### config.mk
export PLATFORM = sky130hd
export DESIGN_NAME = synth_prog_seq
export DESIGN_NICKNAME = d
export VERILOG_FILES = /design/src/rtl/synth_prog_pkg.sv /design/src/rtl/nword_calc.sv /design/src/rtl/ser_shifter.sv /design/src/rtl/synth_prog_seq.sv
export SDC_FILE = /design/constraint.sdc
export NUM_CORES = 1
export LEC_CHECK = 0
export BUFFER_PORTS_ARGS = -buffer_cell sky130_fd_sc_hd__buf_2
export CORE_UTILIZATION = 50
export CTS_BUF_LIST = sky130_fd_sc_hd__clkbuf_4 sky130_fd_sc_hd__clkbuf_8 sky130_fd_sc_hd__clkbuf_16
export DETAILED_ROUTE_END_ITERATION = 6
export GPL_TIMING_DRIVEN = 0
export HOLD_SLACK_MARGIN = 0.06
export PLACE_DENSITY = 0.77
export SETUP_SLACK_MARGIN = 0.3
export SYNTH_ARGS = -nofsm -noshare
export SYNTH_HDL_FRONTEND = slang
export SYNTH_SLANG_ARGS = --single-unit
### constraint.sdc
create_clock -name clk -period 2.2 [get_ports clk]
set_clock_uncertainty 0.2 [all_clocks]
set_input_delay 0.22 -clock clk [delete_from_list [all_inputs] [get_ports clk]]
set_output_delay 0.22 -clock clk [all_outputs]
set_load 0.005 [all_outputs]
### src/rtl/synth_prog_pkg.sv
package synth_prog_pkg;

    localparam int WORD_W = 24;
    localparam int CTRL_W = 2;
    localparam int BCNT_W = 13;
    localparam int ACNT_W = 6;
    localparam int PAD_W  = WORD_W - BCNT_W - ACNT_W - CTRL_W;

    // Latch select codes carried in the two low bits of each word
    typedef enum logic [CTRL_W-1:0] {
        SEL_REF  = 2'b00,
        SEL_NDIV = 2'b01,
        SEL_FUNC = 2'b10,
        SEL_INIT = 2'b11
    } latch_sel_e;

    typedef enum logic [1:0] {
        SH_IDLE,
        SH_SHIFT,
        SH_LOAD
    } shift_st_e;

    typedef enum logic [1:0] {
        SQ_ISSUE,
        SQ_WAIT,
        SQ_IDLE
    } seq_st_e;

endpackage

### src/rtl/nword_calc.sv
module nword_calc
    import synth_prog_pkg::*;
#(
    parameter int CHAN_W     = 7,
    parameter int N_BASE     = 1664,
    parameter int PRESC_LOG2 = 5
) (
    input  logic [CHAN_W-1:0] chan_idx,
    output logic [WORD_W-1:0] nword
);
    localparam int NW = 16;
    localparam logic [NW-1:0] BASE_V = NW'(N_BASE);
    localparam logic [NW-1:0] A_MASK = NW'((1 << PRESC_LOG2) - 1);

    logic [NW-1:0]     ratio;
    logic [BCNT_W-1:0] bcnt;
    logic [ACNT_W-1:0] acnt;

    always_comb begin
        ratio = BASE_V + NW'(chan_idx);
        bcnt  = BCNT_W'(ratio >> PRESC_LOG2);
        acnt  = ACNT_W'(ratio & A_MASK);
        nword = {{PAD_W{1'b0}}, bcnt, acnt, SEL_NDIV};
    end
endmodule

### src/rtl/ser_shifter.sv
module ser_shifter
    import synth_prog_pkg::*;
#(
    parameter int DIV = 2
) (
    input  logic              clk,
    input  logic              rst_n,
    input  logic              start,
    input  logic [WORD_W-1:0] word,
    output logic              fin,
    output logic              sdata,
    output logic              sclk,
    output logic              sle
);
    localparam int CNT_W = $clog2(2 * DIV);
    localparam int BIT_W = $clog2(WORD_W);
    localparam logic [CNT_W-1:0] CNT_LAST = CNT_W'(2 * DIV - 1);
    localparam logic [CNT_W-1:0] CNT_HALF = CNT_W'(DIV);

    typedef struct packed {
        shift_st_e         st;
        logic [CNT_W-1:0]  cnt;
        logic [BIT_W-1:0]  bitn;
        logic [WORD_W-1:0] sr;
    } sh_t;

    sh_t sh_d, sh_q;

    always_comb begin
        sh_d = sh_q;
        fin  = 1'b0;
        case (sh_q.st)
            SH_IDLE: begin
                if (start) begin
                    sh_d.st   = SH_SHIFT;
                    sh_d.cnt  = '0;
                    sh_d.bitn = BIT_W'(WORD_W - 1);
                    sh_d.sr   = word;
                end
            end
            SH_SHIFT: begin
                if (sh_q.cnt == CNT_LAST) begin
                    sh_d.cnt = '0;
                    if (sh_q.bitn == '0) begin
                        sh_d.st = SH_LOAD;
                    end else begin
                        sh_d.bitn = sh_q.bitn - 1'b1;
                        sh_d.sr   = {sh_q.sr[WORD_W-2:0], 1'b0};
                    end
                end else begin
                    sh_d.cnt = sh_q.cnt + 1'b1;
                end
            end
            SH_LOAD: begin
                if (sh_q.cnt == CNT_LAST) begin
                    sh_d.st  = SH_IDLE;
                    sh_d.cnt = '0;
                    fin      = 1'b1;
                end else begin
                    sh_d.cnt = sh_q.cnt + 1'b1;
                end
            end
            default: sh_d.st = SH_IDLE;
        endcase
    end

    always_ff @(posedge clk or negedge rst_n) begin
        if (!rst_n) begin
            sh_q <= '{st: SH_IDLE, cnt: '0, bitn: '0, sr: '0};
        end else begin
            sh_q <= sh_d;
        end
    end

    assign sdata = (sh_q.st == SH_SHIFT) && sh_q.sr[WORD_W-1];
    assign sclk  = (sh_q.st == SH_SHIFT) && (sh_q.cnt >= CNT_HALF);
    assign sle   = (sh_q.st == SH_LOAD);


    data_hold_chk: assert property (@(posedge clk) disable iff (!rst_n)
        (sclk && $past(sclk)) |-> $stable(sdata));


    le_clk_low_chk: assert property (@(posedge clk) disable iff (!rst_n)
        sle |-> !sclk);


    fin_in_load_chk: assert property (@(posedge clk) disable iff (!rst_n)
        fin |-> sle);

endmodule

### src/rtl/synth_prog_seq.sv
module synth_prog_seq
    import synth_prog_pkg::*;
#(
    parameter int DIV        = 2,
    parameter int CHAN_W     = 7,
    parameter int MAX_CH     = 88,
    parameter int N_BASE     = 1664,
    parameter int PRESC_LOG2 = 5
) (
    input  logic              clk,
    input  logic              rst_n,
    input  logic              req,
    input  logic [CHAN_W-1:0] chan,
    input  logic [WORD_W-1:0] cfg_ref,
    input  logic [WORD_W-1:0] cfg_func,
    output logic              busy,
    output logic              done,
    output logic              err,
    output logic              ser_data,
    output logic              ser_clk,
    output logic              ser_le
);
    localparam logic [CHAN_W-1:0] CH_LIMIT = CHAN_W'(MAX_CH);
    localparam logic [1:0]        PH_NDIV  = 2'd3;

    typedef struct packed {
        seq_st_e           st;
        logic [1:0]        phase;
        logic [CHAN_W-1:0] chan;
        logic              done;
        logic              err;
    } seq_t;

    seq_t sq_d, sq_q;

    logic              sh_start;
    logic              sh_fin;
    logic [WORD_W-1:0] tx_word;
    logic [WORD_W-1:0] ndiv_word;

    nword_calc #(
        .CHAN_W     (CHAN_W),
        .N_BASE     (N_BASE),
        .PRESC_LOG2 (PRESC_LOG2)
    ) u_calc (
        .chan_idx (sq_q.chan),
        .nword    (ndiv_word)
    );

    always_comb begin
        case (sq_q.phase)
            2'd0:    tx_word = {cfg_func[WORD_W-1:CTRL_W], SEL_INIT};
            2'd1:    tx_word = {cfg_func[WORD_W-1:CTRL_W], SEL_FUNC};
            2'd2:    tx_word = {cfg_ref[WORD_W-1:CTRL_W], SEL_REF};
            default: tx_word = ndiv_word;
        endcase
    end

    always_comb begin
        sq_d      = sq_q;
        sq_d.done = 1'b0;
        sq_d.err  = 1'b0;
        sh_start  = 1'b0;
        case (sq_q.st)
            SQ_ISSUE: begin
                sh_start = 1'b1;
                sq_d.st  = SQ_WAIT;
            end
            SQ_WAIT: begin
                if (sh_fin) begin
                    if (sq_q.phase == PH_NDIV) begin
                        sq_d.st   = SQ_IDLE;
                        sq_d.done = 1'b1;
                    end else begin
                        sq_d.phase = sq_q.phase + 1'b1;
                        sq_d.st    = SQ_ISSUE;
                    end
                end
            end
            SQ_IDLE: begin
                if (req) begin
                    if (chan <= CH_LIMIT) begin
                        sq_d.chan  = chan;
                        sq_d.phase = PH_NDIV;
                        sq_d.st    = SQ_ISSUE;
                    end else begin
                        sq_d.err = 1'b1;
                    end
                end
            end
            default: sq_d.st = SQ_IDLE;
        endcase
    end

    always_ff @(posedge clk or negedge rst_n) begin
        if (!rst_n) begin
            sq_q <= '{st: SQ_ISSUE, phase: 2'd0, chan: '0, done: 1'b0, err: 1'b0};
        end else begin
            sq_q <= sq_d;
        end
    end

    ser_shifter #(
        .DIV (DIV)
    ) u_shift (
        .clk   (clk),
        .rst_n (rst_n),
        .start (sh_start),
        .word  (tx_word),
        .fin   (sh_fin),
        .sdata (ser_data),
        .sclk  (ser_clk),
        .sle   (ser_le)
    );

    assign busy = (sq_q.st != SQ_IDLE);
    assign done = sq_q.done;
    assign err  = sq_q.err;


    done_edge_chk: assert property (@(posedge clk) disable iff (!rst_n)
        done |-> (!busy && $past(busy)));


    err_idle_chk: assert property (@(posedge clk) disable iff (!rst_n)
        err |-> !busy);


    le_busy_chk: assert property (@(posedge clk) disable iff (!rst_n)
        ser_le |-> busy);


    err_single_chk: assert property (@(posedge clk) disable iff (!rst_n)
        err |=> !err);

endmodule

# Word level (Yosys, flattened, before mapping)
# Index checks and enable logic that the tools add are counted.
dict set report classes {
  addsub 4
  n_lt_le_gt_ge 2
  n_eq_ne 18
  muxes 27
  n_reduce_logical 16
}
# op count
set ops {}
lappend ops {{$pmux W24 S3} 1}
lappend ops {{$mux W29} 2}
lappend ops {{$pmux W29 S2} 1}
lappend ops {{$mux W33} 1}
lappend ops {{$mux W11} 2}
lappend ops {{$ne A2 B2 Y1 const B} 7}
lappend ops {{$add A11 B7 Y12 const A} 1}
lappend ops {{$mux W2} 6}
lappend ops {{$pmux W2 S3} 2}
lappend ops {{$eq A2 B2 Y1 const B} 5}
lappend ops {{$mux W1} 9}
lappend ops {{$pmux W2 S2} 2}
lappend ops {{$reduce_and A4 Y1} 2}
lappend ops {{$le A7 B7 Y1 const B} 1}
lappend ops {{$eq A2 B1 Y1 const B} 3}
lappend ops {{$logic_not A2 Y1} 3}
lappend ops {{$ne A2 B1 Y1 const B} 3}
lappend ops {{$reduce_and A3 Y1} 2}
lappend ops {{$reduce_bool A2 Y1} 3}
lappend ops {{$logic_not A5 Y1} 1}
lappend ops {{$reduce_and A5 Y1} 1}
lappend ops {{$sub A5 B1 Y5 const B} 1}
lappend ops {{$add A2 B1 Y2 const B} 2}
lappend ops {{$mux W4} 1}
lappend ops {{4 further kinds} 5}
dict set report word_totals {
  reg_bits 46
  output_inout_bits 6
}

# Logic depth before layout (Yosys ltp)
# Gate-level depths: netlist of run 1.
dict set report depth {
  word_depth 5
  depth_mapped 8
}

# By module
# From an unflattened synthesis of run 1, not the netlist that was laid out.
dict set report unflattened {
  cells_unflattened 312
  area_unflattened_um2 2917.8
}
# module n_inst cells_per_inst area_each_um2 seq_area_each_um2
set by_module_without_submodules {}
lappend by_module_without_submodules {ser_shifter 1 165 1710.4 825.8}
lappend by_module_without_submodules {synth_prog_seq 1 121 1019.7 325.3}
lappend by_module_without_submodules {nword_calc 1 26 187.7 0.0}

# Worst setup path after synthesis of run 1
# No wires, ideal clock.
dict set report synth_path {
  path_kind {flip-flop to flip-flop}
  from {register sq_q[9] (netlist name)}
  to {register u_shift.sh_q[10] (netlist name)}
  t_arrival_ns 1.649
  setup_slack_ns 0.227
  stages_incl_launch_ff 8
  path_buffers 1
  synth_period_minus_slack_ns 1.973
  cell_sequence {dfrtp_1 inv_1 ha_1 or2_2 buf_2 a221oi_1 o21ai_0 mux2_2}
}
dict set report synth_between {
  elab_chain_len 4
}
# item line
set synth_rtl {}
lappend synth_rtl {{start: declaration} synth_prog_seq.sv:34} ;# seq_t sq_d, sq_q;
lappend synth_rtl {{start signal: assignment} synth_prog_seq.sv:97} ;# sq_q <= '{st: SQ_ISSUE, phase: 2'd0, chan: '0, done: 1'b0, err: 1'b0};
lappend synth_rtl {{start signal: assignment} synth_prog_seq.sv:99} ;# sq_q <= sq_d;
lappend synth_rtl {{$eq A2 B2 Y1 (tied with other cells)} synth_prog_seq.sv:51} ;# case (sq_q.phase)
lappend synth_rtl {{$pmux W24 S3 (*)} synth_prog_seq.sv:51}
lappend synth_rtl {{$mux W33 (*)} ser_shifter.sv:34} ;# if (start) begin
lappend synth_rtl {{$pmux W29 S2 (*)} ser_shifter.sv:32} ;# case (sh_q.st)
lappend synth_rtl {{end signal: assignment} ser_shifter.sv:69} ;# sh_q <= '{st: SH_IDLE, cnt: '0, bitn: '0, sr: '0};
lappend synth_rtl {{end: declaration} ser_shifter.sv:27} ;# sh_t sh_d, sh_q;
# Every way passes the cells marked *; elsewhere a longest branch is shown, timed or not. The select of a mux whose other input is x is not followed.
# A chain may end at the register's enable or synchronous reset.

# Worst setup path in the final report of run 1
dict set report layout_path {
  from {register sq_q[9] (netlist name)}
  to {register u_shift.sh_q[17] (netlist name)}
}
# The elaborated chain is that of the path after synthesis.

==> results.toml, run 1 <==
[cts]
clk_latency_ps = 300
htree_levels = 2
cts_tree = "built"
clock-sinks = 46
numCtsBuffers = 5
clkTransAtPathRegs_ps = 90
root_buffer = "clkbuf_8"
clock_path_buffers = 2

[synth]
async_flop_share_pct = 100
synth_edf_count = 0
yosysWarningCount = 0
ys_seq_elements = 46
ys_top_cells_by_area = "dfrtp_1 (46%), a221oi_1 (7.7%), ha_1 (5.0%)"
post_synth.cell_area_avg_sq_um = 10.0
synth_ff_type = "dfrtp_1"
netlist.area_leader.share_pct = 45.7
synthCells = 251
synth-seq-area-share_pct = 45.7
syn_area_sq_mm = 0.00252
syn-num-nets = 319
synth.distinct_cells = 42
synth_area_leader_cell = "dfrtp_1"

[run]
cap_violations = 0

[floorplanning]
start_util_pct = 52.6
die_x_um = 73.0
rows = 25
fp.dieArea_sq_mm = 0.00532
core-area_sq_mm = 0.00479
ios = 64
die_h_um = 73.0

[placed_design]
hpwl_um = 4300
io_buffers = 59
globalplace.congestion = 0.826
dp.cells = 377
dp_slack_ps = -50.5

[grt]
grt_pass1_vias = 2517
grt_pass1_wl_um = 11800
grt_max_degree = 47
grt_usage_pct = 29.2
antenna_found_initial = 0
grt-ovfl-total = 0

[final_layout]
fin_cells = 439
n_antenna_cell = 0
nNetsFinal = 439
drive_above_1_share_pct = 48.4
fill_cells = 253
syn2layout_area_growth_pct = 58.0

[timing]
relSlewSlack_pct = 30.7
fin_ws_ps = 137
worstMarginPinSlew_ps = 1040
hold_viol = 0
setup_violations = 0
rsz0062_at_grt = "yes"
slew_violations = 0
finalSetupTns_ps = 0
min_period_over_period_pct = 93.8
period_minus_slack_ps = 2060
fmax_mhz = 485

[pwr]
p_leak_nw = 1.82
power_density_mw_per_mm2 = 395
total_power_mw = 1.57
peakVddDrop_v = 0.000421

[drt]
drc_errors = 0
drtIter0Drc = 282
wl_per_cell_um = 20.7
vias = 2692
routed_wl_um = 9090
dr.pass1.iters = 5
ant_nets = 0
viasPerCell = 6.13

[worst_hold_path]
hold_class = "in2reg"

[worst_setup_path]
path_cells = "ha_1, buf_6, nand2b_4, buf_6, nor3b_1, a221oi_1, o21ai_1"
cp-end-kind = "register"
worstPathRequired_ps = 2220
crit_fanout = 10
crit_slowest_cell = "dfrtp_1"
slowest_delay_ps = 440
crit_arrival_ps = 2080
crit_top_cell = "buf_6"
start_kind = "register"
r2r_slack_ps = 140
worstSetupPathType = "reg2reg"

[run_status]
status = "completed"
[cell families after synthesis]
family / Yosys count / share of synthesized area, %
AOI/OAI and AO/OA: 82 / 23.3
and+or+nand+nor: 75 / 16.2
DFF: 46 / 45.7
buffers and inverters: 28 / 5.47
muxes: 10 / 4.42
adders and majority gates: 10 / 4.97
[sequential cells by signal (all words and copies together) (netlist names)]
| register | flops |
|---|---|
| err | 1 |
| u_shift.sh_q | 33 |
| sq_q | 11 |
| done | 1 |
[cell usage after synthesis (all sizes together), types with 8 or more instances]
master and number:
mux2 9, inv 9, o31ai 8, nand2 32, nor2 8, o21ai 25
buf 12, dfrtp 46, a21oi 9, ha 10, a221oi 23, nor3b 13
[repair_timing]
action / in CTS / in global routing
gates cloned: 2 / 2
endpoints found under the setup margin: 32 / 38
setup buffers: 18 / 11
endpoints found under the hold margin: 66 / 0
pin swaps: 17 / 7
gates resized for setup: 62 / 46
hold buffers: 21 / 0
[area by class of cell]
class	count	area (sq um)	area share, %
inverter	9	38.8	0.975
tap	67	83.8	2.11
buffer	19	221	5.57
multi-input combinational	177	1540	38.8
clock buffer	8	110	2.77
timing repair buffer	113	830	20.9
sequential	46	1150	28.9
[metal layers]
| layer | part of all wire (%) | global-route usage, % | vias to the layer above |
|---|---|---|---|
| met3 | 5.5 | 4.01 | 37 |
| met5 | 0 | 0 | - |
| met1 | 40 | 35.5 | 1325 |
| met2 | 51 | 53.6 | 158 |
| li1 | - | - | 1172 |
| met4 | 3.6 | 8.93 | 0 |
[power by group]
group          switching [mW]  leakage, nW  internal (mW)
clock                   0.292       0.0575          0.318
sequential                  0        0.586          0.845
combinational          0.0514         1.18         0.0643
total                   0.343         1.82           1.23
[final timing paths]
check                           startpoint               end  depth (start not counted)
min reg2reg                u_shift.sh_q[4]   u_shift.sh_q[4]                          2
max                                sq_q[9]  u_shift.sh_q[17]                          7
max in group asynchronous            rst_n  u_shift.sh_q[30]                          2
max reg2reg                        sq_q[9]  u_shift.sh_q[17]                          7
min                            cfg_func[6]   u_shift.sh_q[6]                          3
min in group asynchronous            rst_n  u_shift.sh_q[19]                          2
[layout by cell type (no fill, tap or decap), types with 7 or more instances in the layout]
cell type | Yosys | final
buf_2 | 5 | 59
dfrtp_1 | 46 | 46
nand2_1 | 32 | 29
buf_4 | 5 | 29
dlygate4sd3_1 | 0 | 21
o21ai_1 | 14 | 15
nor3b_1 | 13 | 12
buf_6 | 1 | 11
a221oi_2 | 1 | 10
a21oi_1 | 9 | 9
a221oi_1 | 22 | 8
clkbuf_8 | 0 | 8
o22ai_1 | 7 | 7
[critical path: cells and delay by family, from the launching register on]
| kind | cells | cell delay [ps] |
|---|---|---|
| compound gates | 2 | 300 |
| fa+ha+maj | 1 | 260 |
| buf+inv | 2 | 320 |
| flops | 1 | 440 |
| simple gates | 2 | 470 |
[per-stage QoR]
| step | cell area [sq um] | utilization, % | hold slack, ps |
|---|---|---|---|
| floorplan | 2540 | - | -276 |
| global placement | 2920 | 61.1 | 247 |
| detailed placement | 2920 | 61.1 | 250 |
| CTS | 3690 | 77.2 | 82.7 |
| global route | 3980 | 83.1 | 99.7 |
| finish | 3980 | 83.1 | 84.8 |
No activity file was read; power rests on OpenSTA's default activity.
==> run 2, diff against run 1 <==
==> constraint.sdc (replaced) <==
create_clock -name clk -period 2.2 [get_ports clk]
set_clock_uncertainty 0.2 [all_clocks]
set_input_delay 0.44 -clock clk [delete_from_list [all_inputs] [get_ports clk]]
set_output_delay 0.44 -clock clk [all_outputs]
set_load 0.005 [all_outputs]
==> run 2 against run 1 <==
Effect of this change:
- non-clock buffer count down 27
- sequential share of layout area up 2.3 points
- via count is 9.6% lower
- flip-flop and latch count stayed put
- clock-buffer cell count did not move
- hold slack better by 32 ps
- utilization shrank 6.0 points
- clock power down 1%
- first-iteration DRC count decreased by 34%
- fmax fell by 1.1%
- critical endpoint is now ser_data
==> results.toml, run 2 (synthesized netlist as in run 1, its figures left out) <==
[floorplanning]
ios = 64
core-area_sq_mm = 0.00479
fp.dieArea_sq_mm = 0.00532
rows = 25
die_x_um = 73.0
start_util_pct = 52.6
die_h_um = 73.0

[final_layout]
reg_top3 = "u_shift.sh_q x33, sq_q x11"
final_area_sq_mm = 0.00369
register_area_sq_mm = 0.00115
multi_input_area_sq_mm = 0.00149
nNetsFinal = 412
final_cell_mix = "buf_2 (59), dfrtp_1 (45), nand2_1 (26)"
syn2layout_area_growth_pct = 46.6
largest_reg_flops = 33
n_antenna_cell = 0
largest_register = "u_shift.sh_q"
fill_cells = 303
drive_above_1_share_pct = 51.9
mostFrequentLayoutCell = "buf_2"

[worst_setup_path]
crit_slowest_cell = "dfrtp_1"
crit_arrival_ps = 1450
crit_fanout = 4
r2r_slack_ps = 130
r2r-end = "u_shift.sh_q[4]"
start_kind = "register"
critPathTopFamily = "flip-flops"
worstReg2RegStart = "u_shift.sh_q[31]"
cp-end-kind = "output port"
r2r_cells = 7
worstSetupPathType = "reg2out"
crit_buf_inv = 3
worstPathRequired_ps = 1560
crit_top_cell = "buf_6"
crit_cells = 5
path_cells = "ha_4, buf_6, clkbuf_16, and2_4, buf_6"
slowest_delay_ps = 440

[timing]
relSlewSlack_pct = 29.8
period_minus_slack_ps = 2090
timing.hold.ws_ps = 116
finalSetupTns_ps = 0
hold_viol = 0
min_period_over_period_pct = 94.8
fmax_mhz = 479
slew_violations = 0
rsz0062_at_grt = "yes"
setup_violations = 0
fin_ws_ps = 114
worstMarginPinSlew_ps = 1050

[drt]
viasPerCell = 5.91
ant_nets = 0
vias = 2434
drtIter0Drc = 187
wl_per_cell_um = 18.1
dr.pass1.iters = 4
routed_wl_um = 7440
drc_errors = 0

[cts]
clock-sinks = 46
clkTransAtPathRegs_ps = 90
clock_path_buffers = 2
root_buffer = "clkbuf_8"
holdBufCountCts = 0
cts_tree = "built"
numCtsBuffers = 5
htree_levels = 2
clk_latency_ps = 300

[grt]
antenna_found_initial = 0
grt_max_degree = 47
grt_pass1_wl_um = 11200
grt_pass1_vias = 2370
grt-ovfl-total = 0
grt_usage_pct = 28.0

[pwr]
power_density_mw_per_mm2 = 411
p_leak_nw = 1.70
peakVddDrop_v = 0.000407
total_power_mw = 1.52

[placed_design]
globalplace.congestion = 0.826
dpl-instance-area_sq_mm = 0.00292
io_buffers = 59
dp_slack_ps = -150
hpwl_um = 4300

[run]
cap_violations = 0

[run_status]
status = "completed"

[worst_hold_path]
hold_class = "in2async"
[run 2: cell count changes in the layout (fill, tap and decap cells not counted), moves of 3 or more]
cell	before	now
a221oi_1	8	14
a221oi_4	5	1
buf_4	29	20
dlygate4sd3_1	21	0
nand2_1	29	26
[run 2: cell type report]
type / count / share of cell area, %
inverter: 9 / 0.983
sequential: 46 / 31.2
tap: 67 / 2.27
timing repair buffer: 86 / 15.8
clock buffer: 8 / 2.98
buffer: 19 / 6.24
multi-input combinational: 177 / 40.5
[run 2: what timing repair did]
action	in CTS	in global routing
setup endpoints to repair	32	32
resized for setup	67	44
buffers inserted	21	2
pin swaps	16	10
gates cloned	3	1
[run 2: worst register-to-register path, delay by kind of cell, from the launching register on]
| kind | cells | cell delay (ps) |
|---|---|---|
| buffers and inverters | 4 | 580 |
| adders and majority gates | 1 | 200 |
| AOI/OAI and AO/OA | 2 | 580 |
| DFF | 1 | 440 |
[run 2: how the worst max path moves through the flow]
stage | slack [ps] | from | endpoint
after global routing | 90 | u_shift.sh_q[31] | u_shift.sh_q[4]
after floorplan | 310 | u_shift.sh_q[32] | ser_data
after detailed placement | -150 | u_shift.sh_q[32] | ser_data
final | 110 | u_shift.sh_q[31] | ser_data
after global placement | -100 | u_shift.sh_q[32] | ser_data
after CTS | 140 | u_shift.sh_q[32] | ser_clk
[run 2: stage by stage]
stage,util [%],std cells
after floorplan,-,251
after global placement,61.1,377
after detailed placement,61.1,377
after CTS,73.5,409
after global routing,77.1,412
final,77.1,412
[run 2: metal layers]
metal	vias up	global-route usage, %	share of wire, %	wire (um)
met3	13	4.42	4.6	342
li1	1119	-	-	-
met4	0	10.7	1.7	128
met2	85	50.6	54	4030
met5	-	0	0	0
met1	1217	33.5	39	2940
[run 2: power by group]
part,total (mW),switching (mW),internal (mW)
clock,0.600,0.282,0.317
combinational,0.0746,0.0368,0.0378
sequential,0.845,0,0.845
